**src/rtl/baud_pkg.sv**
```systemverilog
package baud_pkg;
   localparam int unsigned BAUD_BYTE_W = 8;

   function automatic int unsigned baud_addr_w(input int unsigned nbytes);
      return (nbytes > 1) ? $clog2(nbytes) : 1;
   endfunction
endpackage

```
**src/rtl/baud_prescaler.sv**
```systemverilog
module baud_prescaler #(
   parameter int unsigned RATIO = 4
) (
   input  logic clk,
   input  logic rst_n,
   input  logic div_en,
   output logic pre_tick
);
   if (RATIO < 1) begin : g_bad_ratio
      $error("baud_prescaler: RATIO must be at least 1");
   end

   if (RATIO == 1) begin : g_pass
      assign pre_tick = 1'b1;
   end else begin : g_count
      localparam int unsigned PW = $clog2(RATIO);
      localparam logic [PW-1:0] LAST = PW'(RATIO - 1);
      logic [PW-1:0] pcnt;

      always_ff @(posedge clk) begin
         if (!rst_n) begin
            pcnt <= '0;
         end else if (pcnt == LAST) begin
            pcnt <= '0;
         end else begin
            pcnt <= pcnt + 1'b1;
         end
      end

      assign pre_tick = !div_en || (pcnt == LAST);

      AST_PRE_GAP: assert property (@(posedge clk) disable iff (!rst_n)
         (div_en && pre_tick) ##1 div_en |-> !pre_tick);
   end
endmodule

```
**src/rtl/baud_divider.sv**
```systemverilog
module baud_divider
   import baud_pkg::*;
#(
   parameter int unsigned DIV_W  = 16,
   parameter int unsigned BYTE_W = BAUD_BYTE_W,
   localparam int unsigned NBYTES = DIV_W / BYTE_W,
   localparam int unsigned AW     = baud_addr_w(DIV_W / BYTE_W)
) (
   input  logic              clk,
   input  logic              rst_n,
   input  logic              pre_tick,
   input  logic              wr_en,
   input  logic [AW-1:0]     wr_addr,
   input  logic [BYTE_W-1:0] wr_data,
   output logic              tick_next,
   output logic              sample_tick
);
   if (DIV_W % BYTE_W != 0 || NBYTES < 1) begin : g_bad_width
      $error("baud_divider: DIV_W must be a multiple of BYTE_W");
   end

   logic [DIV_W-1:0] shadow;
   logic [DIV_W-1:0] act_div;
   logic [DIV_W-1:0] cnt;
   logic             running;
   logic             shadow_nz;
   logic [DIV_W-1:0] reload_cnt;

   always_ff @(posedge clk) begin
      if (!rst_n) begin
         shadow <= '0;
      end else if (wr_en) begin
         for (int b = 0; b < NBYTES; b++) begin
            if (wr_addr == AW'(b)) begin
               shadow[b*BYTE_W +: BYTE_W] <= wr_data;
            end
         end
      end
   end

   assign running    = (act_div != '0);
   assign shadow_nz  = (shadow != '0);
   assign reload_cnt = shadow_nz ? shadow - 1'b1 : '0;
   assign tick_next  = running && pre_tick && (cnt == '0);

   always_ff @(posedge clk) begin
      if (!rst_n) begin
         act_div     <= '0;
         cnt         <= '0;
         sample_tick <= 1'b0;
      end else begin
         sample_tick <= tick_next;
         if (!running) begin
            if (shadow_nz) begin
               act_div <= shadow;
               cnt     <= reload_cnt;
            end
         end else if (pre_tick) begin
            if (cnt == '0) begin
               act_div <= shadow;
               cnt     <= reload_cnt;
            end else begin
               cnt <= cnt - 1'b1;
            end
         end
      end
   end

   AST_CNT_BOUND: assert property (@(posedge clk) disable iff (!rst_n)
      running |-> (cnt < act_div));
   AST_LOW_BYTE: assert property (@(posedge clk) disable iff (!rst_n)
      (wr_en && wr_addr == '0) |=> (shadow[BYTE_W-1:0] == $past(wr_data)));
   AST_STOPPED_SILENT: assert property (@(posedge clk) disable iff (!rst_n)
      (!running && !shadow_nz) |=> !sample_tick);
endmodule

```
**src/rtl/baud_bitcnt.sv**
```systemverilog
module baud_bitcnt #(
   parameter int unsigned OS_HI = 16,
   parameter int unsigned OS_LO = 8,
   localparam int unsigned CW = $clog2(OS_HI),
   localparam int unsigned BW = $clog2(OS_HI + 1)
) (
   input  logic          clk,
   input  logic          rst_n,
   input  logic          sample_next,
   input  logic          mode_hi,
   output logic          bit_tick,
   output logic [BW-1:0] bit_samples
);
   if (OS_LO < 2 || OS_LO >= OS_HI) begin : g_bad_os
      $error("baud_bitcnt: need 2 <= OS_LO < OS_HI");
   end

   logic [CW-1:0] bcnt;
   logic [CW-1:0] last;
   logic          wrap;

   assign last        = mode_hi ? CW'(OS_HI - 1) : CW'(OS_LO - 1);
   assign wrap        = (bcnt >= last);
   assign bit_samples = mode_hi ? BW'(OS_HI) : BW'(OS_LO);

   always_ff @(posedge clk) begin
      if (!rst_n) begin
         bcnt     <= '0;
         bit_tick <= 1'b0;
      end else begin
         bit_tick <= sample_next && wrap;
         if (sample_next) begin
            bcnt <= wrap ? '0 : bcnt + 1'b1;
         end
      end
   end

   AST_BIT_WRAP: assert property (@(posedge clk) disable iff (!rst_n)
      bit_tick |-> (bcnt == '0));
   AST_BIT_LIMIT: assert property (@(posedge clk) disable iff (!rst_n)
      (sample_next && !mode_hi && bcnt < CW'(OS_LO)) |=> (bcnt < CW'(OS_LO)));
endmodule

```
**src/rtl/baud_tick_gen.sv**
```systemverilog
module baud_tick_gen
   import baud_pkg::*;
#(
   parameter int unsigned DIV_W       = 16,
   parameter int unsigned PRESC_RATIO = 4,
   parameter int unsigned OS_HI       = 16,
   parameter int unsigned OS_LO       = 8,
   localparam int unsigned BYTE_W = BAUD_BYTE_W,
   localparam int unsigned AW     = baud_addr_w(DIV_W / BAUD_BYTE_W),
   localparam int unsigned BW     = $clog2(OS_HI + 1)
) (
   input  logic              clk,
   input  logic              rst_n,
   input  logic              wr_en,
   input  logic [AW-1:0]     wr_addr,
   input  logic [BYTE_W-1:0] wr_data,
   input  logic              presc_div4,
   input  logic              os_16x,
   output logic              sample_tick,
   output logic              bit_tick,
   output logic [BW-1:0]     bit_samples
);
   logic pre_tick;
   logic tick_next;

   baud_prescaler #(.RATIO(PRESC_RATIO)) u_presc (
      .clk      (clk),
      .rst_n    (rst_n),
      .div_en   (presc_div4),
      .pre_tick (pre_tick)
   );

   baud_divider #(.DIV_W(DIV_W), .BYTE_W(BYTE_W)) u_div (
      .clk         (clk),
      .rst_n       (rst_n),
      .pre_tick    (pre_tick),
      .wr_en       (wr_en),
      .wr_addr     (wr_addr),
      .wr_data     (wr_data),
      .tick_next   (tick_next),
      .sample_tick (sample_tick)
   );

   baud_bitcnt #(.OS_HI(OS_HI), .OS_LO(OS_LO)) u_bits (
      .clk         (clk),
      .rst_n       (rst_n),
      .sample_next (tick_next),
      .mode_hi     (os_16x),
      .bit_tick    (bit_tick),
      .bit_samples (bit_samples)
   );

   AST_BIT_WITH_SAMPLE: assert property (@(posedge clk) disable iff (!rst_n)
      bit_tick |-> sample_tick);
   AST_RESET_QUIET: assert property (@(posedge clk)
      !rst_n |=> (!sample_tick && !bit_tick));
endmodule

```
**config.mk**
```make
export PLATFORM = sky130hd
export DESIGN_NAME = baud_tick_gen
export DESIGN_NICKNAME = d
export VERILOG_FILES = /design/src/rtl/baud_pkg.sv /design/src/rtl/baud_prescaler.sv /design/src/rtl/baud_divider.sv /design/src/rtl/baud_bitcnt.sv /design/src/rtl/baud_tick_gen.sv
export SDC_FILE = /design/constraint.sdc
export NUM_CORES = 1
export LEC_CHECK = 0
export BUFFER_PORTS_ARGS = -buffer_cell sky130_fd_sc_hd__buf_2
export CAP_MARGIN = 5
export CORE_ASPECT_RATIO = 1.2
export CORE_MARGIN = 10
export CORE_UTILIZATION = 45
export DETAILED_ROUTE_END_ITERATION = 12
export GPL_TIMING_DRIVEN = 0
export PLACE_DENSITY = 0.68
export SYNTH_ARGS = -nofsm -noshare
export SYNTH_HDL_FRONTEND = slang
export SYNTH_SLANG_ARGS = --single-unit
```
**constraint.sdc**
```tcl
create_clock -name clk -period 2.8 [get_ports clk]
set_input_delay 0.14 -clock clk [delete_from_list [all_inputs] [get_ports clk]]
set_output_delay 0.14 -clock clk [all_outputs]
set_load 0.02 [all_outputs]
```
==> summary.md, run 1 <==
The total negative slack for setup checks is 0 ps. The element type at the critical path start is a register. In this run, synthesis inferred 0 flip-flops with an integrated enable.

In this run the standard cell core region covers 6770 um^2. The die covers 10,600 um^2. The share of post-route cells with drive strength above 1 works out to 0.101. After detailed routing, the number of vias per cell comes to 6.11. The number of filler instances in the final layout was 714; the DRC marker count from the first detailed-route iteration was 190. IR analysis of the VDD net gives a maximum drop of 423 uV. The complex-gate fraction of the synthesized area was 0.203.

The class of the tightest hold or removal check was input pin to register. The area growth from synthesis to layout is 10.1%. The tools report the final antenna diode count as 0. Port buffering added 14 buffers.

The post-synthesis share of cell area spent on xor and xnor gates was 0.0255. Post-CTS repair changed the size of 0 cells. The area share of and/or/nand/nor cells after synthesis works out to 0.283. Number of global-route vias before repair: 2,950. The number of cells on the worst reg-to-reg path was 7; the post-CTS setup buffer count was 0. The tree built by TritonCTS fans out to 56 sinks. The final cycle utilization of the critical path was 0.917; the number of buffers inserted during clock tree synthesis was 5.

The run gives 0 as the final setup violation count. For the final core utilization, the log shows 0.502. By area, the combinational part of the netlist is dominated by simple AND/OR/NAND/NOR gates. At the worst endpoint, the required time is 2990 ps. Synthesis produced 392 cells. Initial antenna violation count: 0.

At the pin with the least slew margin, the transition time is 864 ps. For this run, the top clock speed supported by timing is 389 MHz. Setup repair after global routing left no endpoint under its margin.

After detailed routing, the total wire length is 8.69 mm. After legalization and detailed placement, the total HPWL measured 6.50 mm. Yosys printed 0 warnings.

The total overflow left after global routing is 0. The sequential cell area fraction in the yosys report was 0.363. In the final design database the tool counted 435 nets.

The first detailed-routing pass took 6 iterations. For the number of distinct standard cells referenced by the synthesized netlist, the log shows 51. The average size of a mapped cell was 7.87 um^2; the clock latency reported for the late side of the worst-skew pair was 310 ps. The total count of hold-check failures in the final report is 0, and the final weighted congestion of routability-driven global placement is 0.939.

The tools report the nature of the critical path endpoint as a register. The library cell used most frequently in the layout, excluding fill and tap cells, is dfxtp_1. The critical path is of the register to register type.

For this run, design rule violations remaining after detail routing come to 0. The most used flip-flop cell after synthesis is dfxtp_1. The root buffer cell chosen for the clock tree is clkbuf_8.

The overall power consumption was 3.14 mW. The run gives 0.162 as the global-route total usage across every layer. For this design the top-level I/O count stands at 21.

After clock tree synthesis, the clock-pin slew on the worst setup and hold paths is 100 ps. Across the routed clock network, the largest skew measured is 4.98 ps. Along the worst hold path, the cell count comes to 3. The first global-routing pass estimated 14.2 mm of wire. The floorplan has 33 rows. The buffer levels on the longest clock path came out at 2.

Subtracting the final worst setup slack from the clock period gives 2570 ps. Dividing the detail-routed wire length by the instance count gives 17.3 um. TritonCTS built the clock tree. The logs give 0 for the number of buffers inserted for hold repair after clock tree synthesis and 2760 ps for the arrival time of data at the critical path endpoint. The logs give 3090 um^2 for the mapped cell area and 0 for the final-report max-slew violation count.

Along the worst path, the maximum fanout reaches 10. The effective utilization at floorplan was 0.456. Synthesis inferred 56 register bits. The number of routed nets with antenna violations came out at 0.

The multiplexer fraction of the synthesized cell area is 0.0393, and the maximum number of pins on one net before global-route repair is 18. The tools report the relative slew slack as 0.417. Count of vias placed by the detailed router: 3,074.

The share of synthesized registers carrying an async set or reset is 0, and the H-tree depth reported by CTS is 2. The adder-cell area share of the yosys netlist was 0.0243. Reported leakage power: 1.30 nW. Across the run, the number of max-cap violations was 0. The run finished with clean final reports. Power spread over the standard cell area amounts to 924 nW/um^2.

On the final layout, the worst hold slack is 74.0 ps. The die is 95.6 um wide. In the layout the commonest cells are dfxtp_1, nand3_1, a21oi_1, nor2_1. In this run the vertical extent of the chip is 111 um.
[synth_stat cells, types with 4 or more instances]
master,n,share of area
buf_4,4,0.0097
ha_1,6,0.024
o21ai_1,8,0.013
clkbuf_1,22,0.027
nor2_1,26,0.032
o221ai_1,5,0.014
nand2_1,22,0.027
xor2_1,5,0.014
nand4_1,14,0.028
buf_2,5,0.0081
nor3_1,15,0.024
mux2i_1,11,0.036
inv_1,8,0.0097
and3_1,6,0.012
or3_1,5,0.010
a21oi_1,38,0.062
xnor2_1,4,0.011
o211ai_1,5,0.012
nor4_1,9,0.018
nand3_1,38,0.062
or4_1,9,0.022
o21ai_0,19,0.031
a31oi_1,7,0.014
dfxtp_1,56,0.36
[where the power goes]
part           switching, mW  internal [mW]  total [mW]
Clock                  0.269          0.265       0.534
Sequential             0.122          0.927        1.05
Combinational           1.03          0.522        1.55
Total                   1.42           1.71        3.14
[cell type report]
class	count	area [um^2]	area share
multi-input cells	296	1800	0.530
flip-flops and latches	56	1120	0.330
plain buffers	34	156	0.0460
well taps	87	109	0.0320
repair buffers	14	70.1	0.0206
clock buffers	5	68.8	0.0203
clock inverters	3	42.5	0.0125
inverters	8	30.0	0.00884
[metrics by stage]
stage	instance area (um^2)	worst slack (ps)	instances
after global placement	3270	166	495
final	3400	232	503
after floorplan	3090	622	394
after CTS	3380	68.1	503
after detailed placement	3270	80.1	495
after global routing	3400	98.3	503
[sequential cells by signal, indices dropped and copies added, names as in the netlist]
signal / cells
u_presc.g_count.pcnt: 2
u_bits.bit_tick: 1
u_bits.bcnt: 4
u_div.shadow: 16
u_div.act_div: 16
u_div.cnt: 16
u_div.sample_tick: 1
[path summary, 6_finish.rpt]
| check | startpoint | endpoint | slack [ps] |
|---|---|---|---|
| max | u_div.act_div[0] | u_div.act_div[12] | 230 |
| min reg2reg | u_presc.g_count.pcnt[0] | u_presc.g_count.pcnt[0] | 420 |
| max reg2reg | u_div.act_div[0] | u_div.act_div[12] | 230 |
| min | wr_data[0] | u_div.shadow[0] | 70 |
[cell families after synthesis]
| group | Yosys count |
|---|---|
| buffers and inverters | 42 |
| AND/OR/NAND/NOR | 163 |
| multiplexers | 12 |
| other | 1 |
| AO/OA/AOI/OAI | 103 |
| adder cells (fa/ha/maj) | 6 |
| XOR/XNOR | 9 |
| flip-flops | 56 |
[routing by layer]
metal  vias up  part of all wire  track usage
met5         -                 0            0
li1       1501                 -            -
met1      1442              0.42        0.197
met4         0             0.023       0.0522
met2       117              0.50        0.279
met3        14             0.050       0.0251
[worst max-delay path: stages (launching register included)]
cell and delay, ps:
dfxtp_1 330, nor4_1 590, a41oi_1 540, and2_1 340, buf_2 160, buf_2 190
o21ai_1 210, a21oi_1 90
No activity file was read; power rests on OpenSTA's default activity.
==> run 2: changes to the inputs <==
--- a/config.mk
+++ b/config.mk
@@ -12,7 +12,7 @@
 export CORE_UTILIZATION = 45
 export DETAILED_ROUTE_END_ITERATION = 12
 export GPL_TIMING_DRIVEN = 0
-export PLACE_DENSITY = 0.68
+export PLACE_DENSITY = 0.71
 export SYNTH_ARGS = -nofsm -noshare
 export SYNTH_HDL_FRONTEND = slang
 export SYNTH_SLANG_ARGS = --single-unit
==> constraint.sdc (replaced) <==
create_clock -name clk -period 2.3 [get_ports clk]
set_input_delay 0.115 -clock clk [delete_from_list [all_inputs] [get_ports clk]]
set_output_delay 0.115 -clock clk [all_outputs]
set_load 0.02 [all_outputs]
==> run 2 against run 1 <==
Effect of this change: global-route usage increased by 0.26 points; clock power down 1%; critical endpoint is now u_div.cnt[14]; combinational power is 37% higher; count of clock-buffer cells in the layout unchanged; via count rose by 1.4%; register-to-register slack worse by 150 ps; largest cell class unchanged; critical path type unchanged.
==> summary.md, run 2 (synthesis gave the netlist of run 1 again) <==
The max-cap violation count was 0 (unchanged). For the number of buffers inserted during clock tree synthesis, the log shows 5 (unchanged). The arrival time of data at the critical path endpoint was 2470 ps (-290 ps); the post-route minimum period was 2220 ps (-351 ps).

The clock slew at the register clock pins of the worst setup and hold paths came out at 100 ps (about the same). The startpoint of the tightest hold check path is wr_data[3]. The critical path in this run is classified as register to register.

The endpoint of the worst-slack reg-to-reg timing path is u_div.cnt[14]. The final weighted congestion of routability-driven global placement was 0.951 (+1.3%). The highest clock rate came out at 451 MHz (+16%).

CTS placed an instance of clkbuf_8 at the clock tree root. The hold-critical path depth was 3 (unchanged). The final-report max-slew violation count was 0 (unchanged).

Maximum number of pins on one net before global-route repair: 17 (-1). The H-tree depth reported by CTS was 2 (unchanged); the wire length per cell was 17.1 um (-1.1%). The slew at the pin closest to its max-slew limit was 623 ps (-240 ps); the number of buffers inserted for hold repair after clock tree synthesis was 0 (unchanged). The logs give 6770 um^2 (unchanged) for the placeable core region and 0 (unchanged) for the total grt overflow. The tools report the clock sink count as 56 (unchanged).

The tools report the clock latency reported for the late side of the worst-skew pair as 310 ps (about the same). The largest registers in the layout are u_div.act_div x16, u_div.cnt x16, u_div.shadow x16. The number of cells on the worst reg-to-reg path is 7 (unchanged). The library cell used most frequently in the layout, excluding fill and tap cells, is dfxtp_1. The total of buffers placed on input and output ports works out to 14 (unchanged). For the wire length of the first global-routing pass, the log shows 14.6 mm (+2.5%). In this run the worst hold path is classified as input pin to register. The initial antenna violation count was 0 (unchanged); the overall power consumption was 3.96 mW (+26%). Number of core rows: 33 (unchanged). The tools report the worst-case setup slack after placement as -376 ps (-456 ps).

The library cells used most frequently in the layout, excluding fill and tap cells, are dfxtp_1, nand3_1, a21oi_1, nor2_1, nand2_1. The tools report the final worst setup slack as 83.2 ps (-149 ps). The run gives 3,042 (+3.1%) as the number of global-route vias before repair. The run gives 10,600 um^2 (unchanged) as the full die area.

The nature of the critical path endpoint is a register. The die width is 95.6 um (unchanged), and the relative slew slack is 0.581 (+0.165). The area overhead of the layout relative to synthesis came out at 14.3%.

For the total wire length after detailed routing, the log shows 8.67 mm (-0.30%). The power density normalized to cell area came out at 1120 nW/um^2 (+21%). The flow ran to the end, and the final reports show no timing, DRC or antenna violations.

The hold-critical path endpoint is u_div.shadow[3]. The tools report the cell count after placement as 495 (unchanged). The final antenna diode count is 0 (unchanged). The tools report the origin of the critical flop-to-flop path as u_div.cnt[0]. The critical path data required time was 2550 ps (-440 ps).

The final routed DRC violation total was 0 (unchanged); the effective utilization at floorplan was 0.456 (unchanged). The share of post-route cells with drive strength above 1 was 0.162 (+0.0609). The worst-case hold slack came out at 51.0 ps (-23.0 ps).

The register-to-register setup slack is 80 ps (-150 ps). The reported leakage power was 1.36 nW (+4.9%); the final standard cell count with taps included and fillers excluded was 507 (+0.80%). The die boundary height is 111 um (unchanged).

The logs give 0 (unchanged) for the total count of hold-check failures in the final report and 6.33 mm (-2.5%) for the HPWL reported at the end of detailed placement. The maximum net fanout on the critical path is 6 (-4), and the buffer levels on the longest clock path is 2 (unchanged). The run gives 440 (+1.1%) as the number of nets in the layout. The final cycle utilization of the critical path is 0.964 (+0.0467), and the via-per-instance ratio is 6.15 (+0.57%).

The run gives 0.165 (+0.00262) as the global-route total usage across every layer. The final core utilization was 0.521 (+0.0196). The run gives 197 (+3.7%) as the DRC marker count from the first detailed-route iteration.

TritonCTS built the clock tree. The worst ir drop on vdd was 491 uV (+16%); the count of vias placed by the detailed router was 3,116 (+1.4%). Final setup violation count: 0 (unchanged). The tools report the top-level port count as 21 (unchanged). STA classifies the critical path startpoint as a register. The tools report the number of routed nets with antenna violations as 0 (unchanged). The run gives 5 (-1) as the total iterations of the first detailed-routing run.

The largest clock skew in the final design was 8.63 ps (+3.65 ps).
[run 2: power by group]
group / total, mW / switching [mW] / internal, mW
combinational: 2.12 / 1.29 / 0.824
sequential: 1.31 / 0.176 / 1.14
clock: 0.526 / 0.319 / 0.207
[run 2: area by class of cell]
class | instances | area [um^2]
multi-input cells | 296 | 1890
well taps | 87 | 109
flip-flops and latches | 56 | 1130
repair buffers | 22 | 130
inverters | 8 | 30.0
clock buffers | 5 | 68.8
clock inverters | 2 | 12.5
plain buffers | 31 | 161
fillers | 676 | 3240
[run 2: worst max path at each step]
stage	endpoint	start	slack [ps]
6_report	u_div.cnt[14]	u_div.cnt[0]	80
5_1_grt	u_div.cnt[6]	u_div.shadow[0]	-30
4_1_cts	u_div.cnt[8]	u_div.shadow[0]	1
3_5_place_dp	u_div.act_div[7]	u_div.shadow[0]	-380
3_3_place_gp	u_div.act_div[7]	u_div.shadow[0]	-320
2_1_floorplan	u_bits.bcnt[3]	u_div.cnt[6]	120
[run 2: layer usage]
metal | routed length [um] | GRT usage | vias to the layer above
met5 | 0 | 0 | -
met2 | 4240 | 0.273 | 131
met4 | 272 | 0.0749 | 0
li1 | - | - | 1510
met3 | 509 | 0.0278 | 30
met1 | 3640 | 0.199 | 1445
[run 2: critical path: stages, from the launching register on]
cell and delay (ps):
dfxtp_2 360, inv_1 110, ha_1 250, or3b_2 530
nor2_1 370, nand3_1 120, mux2_1 310, o21ai_1 110
[run 2: stage by stage]
step,TNS (ps),cell area [um^2]
floorplan,0,3090
global placement,-5850,3270
detailed placement,-7030,3270
CTS,0,3480
global route,-76.4,3530
finish,0,3530
[run 2: repair_timing]
action | 4_1_cts | 5_1_grt
buffers inserted | 5 | 3
endpoints found under the hold margin | 0 | 0
resized for setup | 20 | 15
pin swaps | 2 | 7
setup endpoints to repair | 36 | 35
